--- src/rtl/pdwn_exit_ctl.sv ---
module pdwn_exit_ctl #(
  parameter int CTL_W      = 16,
  parameter int DLY_BIT    = 14,
  parameter int CTX_BIT    = 12,
  parameter int QUICK_CYC  = 100,
  parameter int LONG_CYC   = 4096,
  parameter int IMASK_W    = 10,
  parameter int ASTAT_W    = 8,
  parameter int SSTAT_W    = 8,
  parameter logic [SSTAT_W-1:0] SSTAT_INIT = 8'h55
) (
  input  logic               clk,
  input  logic               rst_n,
  input  logic               pd_n,
  input  logic               sys_rst,
  input  logic               halt_exec,
  input  logic [CTL_W-1:0]   pd_ctl,
  output logic               core_clk_en,
  output logic               pd_irq,
  output logic               stk_flush,
  output logic               reg_ld,
  output logic [IMASK_W-1:0] imask_val,
  output logic [ASTAT_W-1:0] astat_val,
  output logic [SSTAT_W-1:0] sstat_val,
  output logic               pc_zero
);
  localparam int CNT_W = $clog2(LONG_CYC > QUICK_CYC ? LONG_CYC : QUICK_CYC);

  typedef enum logic [1:0] {S_RUN, S_PDWN, S_DLY, S_REL} st_t;

  st_t              st;
  logic [1:0]       pin_sync;
  logic             pin_prev;
  logic             long_q, clr_q;
  logic [CNT_W-1:0] cnt;
  logic [CNT_W-1:0] lim;
  logic             pin_rise, pin_fall, wake, strobe;
  logic             unused_ctl;

  assign pin_rise = pin_sync[1] & ~pin_prev;
  assign pin_fall = ~pin_sync[1] & pin_prev;
  assign wake     = sys_rst | ((st == S_PDWN) & pin_rise);
  assign lim      = long_q ? CNT_W'(LONG_CYC - 1) : CNT_W'(QUICK_CYC - 1);
  assign unused_ctl = ^pd_ctl;

  always_ff @(posedge clk or negedge rst_n) begin
    if (!rst_n) begin
      pin_sync <= 2'b11;
      pin_prev <= 1'b1;
      st       <= S_RUN;
      long_q   <= 1'b0;
      clr_q    <= 1'b0;
      cnt      <= '0;
    end else begin
      pin_sync <= {pin_sync[0], pd_n};
      pin_prev <= pin_sync[1];
      if (wake) begin
        st     <= S_DLY;
        cnt    <= '0;
        long_q <= pd_ctl[DLY_BIT];
        clr_q  <= sys_rst | pd_ctl[CTX_BIT];
      end else begin
        case (st)
          S_RUN:  if (halt_exec) st <= S_PDWN;
          S_PDWN: ;
          S_DLY:  if (cnt == lim) st <= S_REL; else cnt <= cnt + 1'b1;
          S_REL:  st <= S_RUN;
          default: st <= S_RUN;
        endcase
      end
    end
  end

  assign core_clk_en = (st == S_RUN);
  assign pd_irq      = (st == S_RUN) & pin_fall;
  assign strobe      = (st == S_REL) & clr_q;
  assign stk_flush   = strobe;
  assign reg_ld      = strobe;
  assign pc_zero     = strobe;
  assign imask_val   = '0;
  assign astat_val   = '0;
  assign sstat_val   = strobe ? SSTAT_INIT : '0;

  AST_IRQ_PULSE: assert property (@(posedge clk) disable iff (!rst_n)
    pd_irq |=> !pd_irq);
  AST_HALT_GATES: assert property (@(posedge clk) disable iff (!rst_n)
    (core_clk_en && halt_exec) |=> !core_clk_en);
  AST_WAKE_VIA_REL: assert property (@(posedge clk) disable iff (!rst_n)
    $rose(core_clk_en) |-> $past(st == S_REL));
  AST_CNT_BOUND: assert property (@(posedge clk) disable iff (!rst_n)
    (st == S_DLY) |-> (cnt <= lim));
  AST_STROBE_ONE: assert property (@(posedge clk) disable iff (!rst_n)
    stk_flush |=> (!stk_flush && core_clk_en));
  AST_RST_GATES: assert property (@(posedge clk) disable iff (!rst_n)
    sys_rst |=> (!core_clk_en && clr_q));
endmodule

--- config.mk ---
export PLATFORM = sky130hd
export DESIGN_NAME = pdwn_exit_ctl
export DESIGN_NICKNAME = d
export VERILOG_FILES = /design/src/rtl/pdwn_exit_ctl.sv
export SDC_FILE = /design/constraint.sdc
export NUM_CORES = 1
export LEC_CHECK = 0
export BUFFER_PORTS_ARGS = -buffer_cell sky130_fd_sc_hd__buf_2
export CAP_MARGIN = 10
export CORE_UTILIZATION = 44
export DETAILED_ROUTE_END_ITERATION = 10
export PLACE_DENSITY = 0.78
export RECOVER_POWER = 25
export REMOVE_ABC_BUFFERS = 1
export SYNTH_ARGS = -nofsm -noshare
export SYNTH_HDL_FRONTEND = slang
export SYNTH_SLANG_ARGS = --single-unit
--- constraint.sdc ---
create_clock -name clk -period 2.7 [get_ports clk]
set_clock_uncertainty 0.2 [all_clocks]
set_input_delay 0.27 -clock clk [delete_from_list [all_inputs] [get_ports clk]]
set_output_delay 0.27 -clock clk [all_outputs]
set_load 0.02 [all_outputs]
# After elaboration in Yosys (flattened, before gate mapping)
# Index checks and enable logic that the tools add are counted.
# totals
n_memories	0
romBits	0
reg_bits	19
elab_cells	37
latchBits	0
ramBits	0
out_inout_bits	31
in_bits	21
# classes
reduce_logical	5
order_cmp	0
n_mul	0
addsub	1
n_bitwise	9
muxes	9
n_div	0
n_eq_ne	7
shift	0
# op_table
op	count
$mux W12	4
$add A12 B1 Y12 const B	1
$eq A12 B12 Y1	1
$mux W7	1
$mux W2	3
$pmux W2 S3	1
$and A1 B1 Y1	5
$eq A2 B2 Y1 const B	2
$reduce_bool A4 Y1	1
$ne A3 B2 Y1 const B	1
$ne A3 B3 Y1 const B	1
$reduce_and A3 Y1	1
$eq A2 B1 Y1 const B	1
$logic_not A2 Y1	1
$ne A2 B2 Y1 const B	1
$not A1 Y1	2
$or A1 B1 Y1	2
$reduce_and A2 Y1	1
$reduce_bool A2 Y1	1

# Longest topological paths before layout
# depth
word_depth	6
ltp_mapped	7
depth_no_buf	6

# Worst setup path after synthesis
# No wires, ideal clock.
# synth_timing
path_kind	flip-flop to flip-flop
start	register cnt[0]
end	register cnt[8]
required_time_ns	2.422
path_buffers	0
period_less_slack_ns	2.056
setup_time_ns	0.078
arrival_ns	1.778
setup_slack_ns	0.644
path_stages_with_launch	7
path_cell_list	dfrtp_1 ha_1 and3_2 nand4_2 o311ai_4 or4_1 a21oi_1
# synth_between
elab_chain_len	4
elab_cells_between_ends	7
classes_between	1 x add/sub; 2 x eq/ne; 3 x mux; 1 x reduce/logical
# synth_lines
element	line_no	source
start, declared	35	logic [CNT_W-1:0] cnt;
start signal, assigned	53	cnt <= '0;
start signal, assigned	59	cnt <= '0;
start signal, assigned	66	S_DLY: if (cnt == lim) st <= S_REL; else cnt <= cnt + 1'b1;
$add A12 B1 Y12	66	
$mux W12	66	
$mux W12	63	case (st)
$mux W12	57	if (wake) begin
# Several ways; a longest one is shown, not always the timed one. The select of a mux whose other input is x is not followed.
# A chain may end at the register's enable or synchronous reset.

# Final worst setup path
# layout_timing
start	register cnt[0]
end	register cnt[6]
# Same word-level chain as after synthesis.

==> metrics.txt <==
Tot Pwr=~510 µW; initial drt markers=28; post-CTS setup buffer count=0; most common cell in the netlist=buf_4; area delta synth->final=1.35%; outcome=finished clean; Yosys top cell area share=30.9%; # port buffers=15; DIE AREA=~3200 µm²; number of buffers created by CTS=3; HP Class=in2reg; Initial Utilization=a little under half; htree depth=1; global route overflow=0; RSZ-0062 raised after global routing=no; Switch Pwr=145 µW; total track usage=approximately 17%; diode count=0; period utilization=~87%; ys flop type=dfrtp_1; Leak=~0.00062 µW; CP Launch Type=register; # hold bufs at CTS=4; Final setup viols=0; part of the power in combinational logic=11.9%; Syn Area/Cell=9.24 µm²; setup ws final=352 ps; Worst-Margin Slew=approximately 1100 ps; fraction of power consumed by the clock network=between 20% and 30%; minimum clock period=between 2000 and 2500 ps; ranking of synthesized cells by area=dfrtp_1, buf_4, dfstp_2, nand3_1, a21oi_1; relative slew slack=around 29%; VDD IR max=about 0.00039 V; # nets final=175; Max Slew Vio Count=0; CP Data Required Time=2730 ps; Post-route DRC=0; post-route ant nets=0; Vias/cell=~5.4; Post-synth EDFFs=0; power per cell area=about 390 nW/µm²; max cap viols=0; WL final=approximately 2.5 mm; largest net degree at the start of global routing=20; area of the multi-input gates=approximately 650 µm²; Seq cells post-synth=19; post-DP HPWL=1.74 mm; clock tree buffer depth=2; CTS tree=done; Worst-path clk slew=110 ps; register area=479 µm²; P_int=about 370 µW; Arr. time, crit path=approximately 2400 ps; CTS Sinks=19; fraction of layout instances using a drive strength above 1=between 15 and 20%; part of the power in registers=59.1%; worst slack, placed=between 400 and 500 ps; Post-Layout Cell Count=around 180; total number of vias=992; worst-path fanout max=13; dpl cells=between 150 and 200; Crit Path Category=reg2reg; number of global-route vias before repair=917; # rows=19; fmax=around 430 MHz; endpoints failing hold=0; Die W=between 50 and 60 µm; drt wl/cell=13.9 µm; switch share=approximately 28%; global-route wire length before repair=4.12 mm; io pins=52; drt pass-1 iters=4; Worst Setup End Kind=register; routability cong.=between 0.7 and 0.8; die height=56.2 µm; initial antenna violation count=0; Setup TNS=0 ps; Mapped Area=approximately 1300 µm²; Core Area=between 2000 and 3000 µm²; yosys warns=0; fill cell count=270; Post-Syn Instances=between 100 and 150; Post-synth ARST share=100%; Unique masters post-synth=38; post_cts resized=0; Root Driver=clkbuf_4; dominant cell type by area after synthesis=dfrtp_1; sequential share of the synthesized area=a little under two fifths; Post-synth top cells=buf_4, dfrtp_1, nand2_1, nand3_1, a21oi_1; worst skew pair latency=310 ps
==> worst max-delay path, stage by stage, from the launching register on <==
cell	delay, ps
dfrtp_1	450
ha_1	260
and3_2	270
nand4_2	160
o311ai_4	220
or3_2	510
a31oi_1	190
==> worst paths after layout <==
kind,slack [ps],depth (start not counted),end,startpoint
setup / recovery,350,6,cnt[6],cnt[0]
hold reg to reg,170,0,pin_sync[1],pin_sync[0]
hold / removal,120,2,cnt[0],sys_rst
min in group asynchronous,470,2,st[0],rst_n
setup reg to reg,350,6,cnt[6],cnt[0]
max in group asynchronous,1190,2,cnt[6],rst_n
==> state kept, by name, indices dropped and copies added, names as in the netlist <==
name,count
cnt,12
clr_q,1
long_q,1
pin_sync,2
st,2
pin_prev,1
==> power by group through the flow <==
stage               Combinational (µW)  Sequential, µW  Clock (µW)
finish                            60.9             303         148
global route                      66.7             304         159
CTS                               60.5             303         151
detailed placement                55.9             308           0
global placement                  53.7             308           0
floorplan                         40.0             306           0
==> per-stage QoR <==
| step | hold slack, ps | utilization (%) | cell area [µm²] |
|---|---|---|---|
| 6_report | 120 | 47.1 | 1310 |
| 5_1_grt | 149 | 47.1 | 1310 |
| 4_1_cts | 109 | 47.2 | 1310 |
| 3_5_place_dp | 33.0 | 44.8 | 1250 |
| 3_3_place_gp | 21.1 | 44.8 | 1250 |
| 2_1_floorplan | -226 | - | 1130 |
==> area by class of cell <==
cell class,count,area share [%]
tap,31,2.96
inverter,1,0.286
clock buffer,4,2.00
timing repair buffer,19,8.68
multi-input combinational,109,49.5
sequential,19,36.5
==> cell families (layout without fill, tap and decap cells) <==
family	Yosys count	after routing	share of synthesized area, %
AOI/OAI and AO/OA	19	19	11.1
xor gates and xnor gates	7	7	4.74
adders and majority gates	1	1	0.967
buffers and inverters	33	24	18.9
DFF	19	19	37.0
muxes	1	1	0.870
other	1	22	0.290
and+or+nand+nor	59	59	26.1
==> cells in the final DEF, fill, tap and decap left out, types with 2 or more instances in the layout <==
cell type / Yosys / final
clkbuf_1: 2 / 2
nor4b_1: 2 / 2
a21oi_1: 12 / 12
nor3_1: 5 / 5
a31oi_1: 2 / 2
dfrtp_1: 16 / 16
nand4_1: 2 / 2
dfstp_2: 3 / 2
nand3_1: 13 / 13
nor2_1: 7 / 7
dlygate4sd3_1: 0 / 4
nand2b_1: 2 / 2
conb_1: 1 / 22
nand2_1: 15 / 15
xnor2_1: 3 / 3
clkbuf_4: 0 / 3
buf_2: 0 / 14
xor2_1: 4 / 4
==> per-layer routing <==
layer / routed length (µm) / part of all wire [%] / global-route usage [%] / up-vias
met4: 45 / 1.8 / 9.41 / 0
met3: 86 / 3.4 / 1.40 / 5
met1: 1050 / 41 / 20.7 / 496
met2: 1370 / 54 / 28.9 / 27
met5: 0 / 0 / 0 / -
li1: - / - / - / 464
Power figures use the tool's default switching activity.
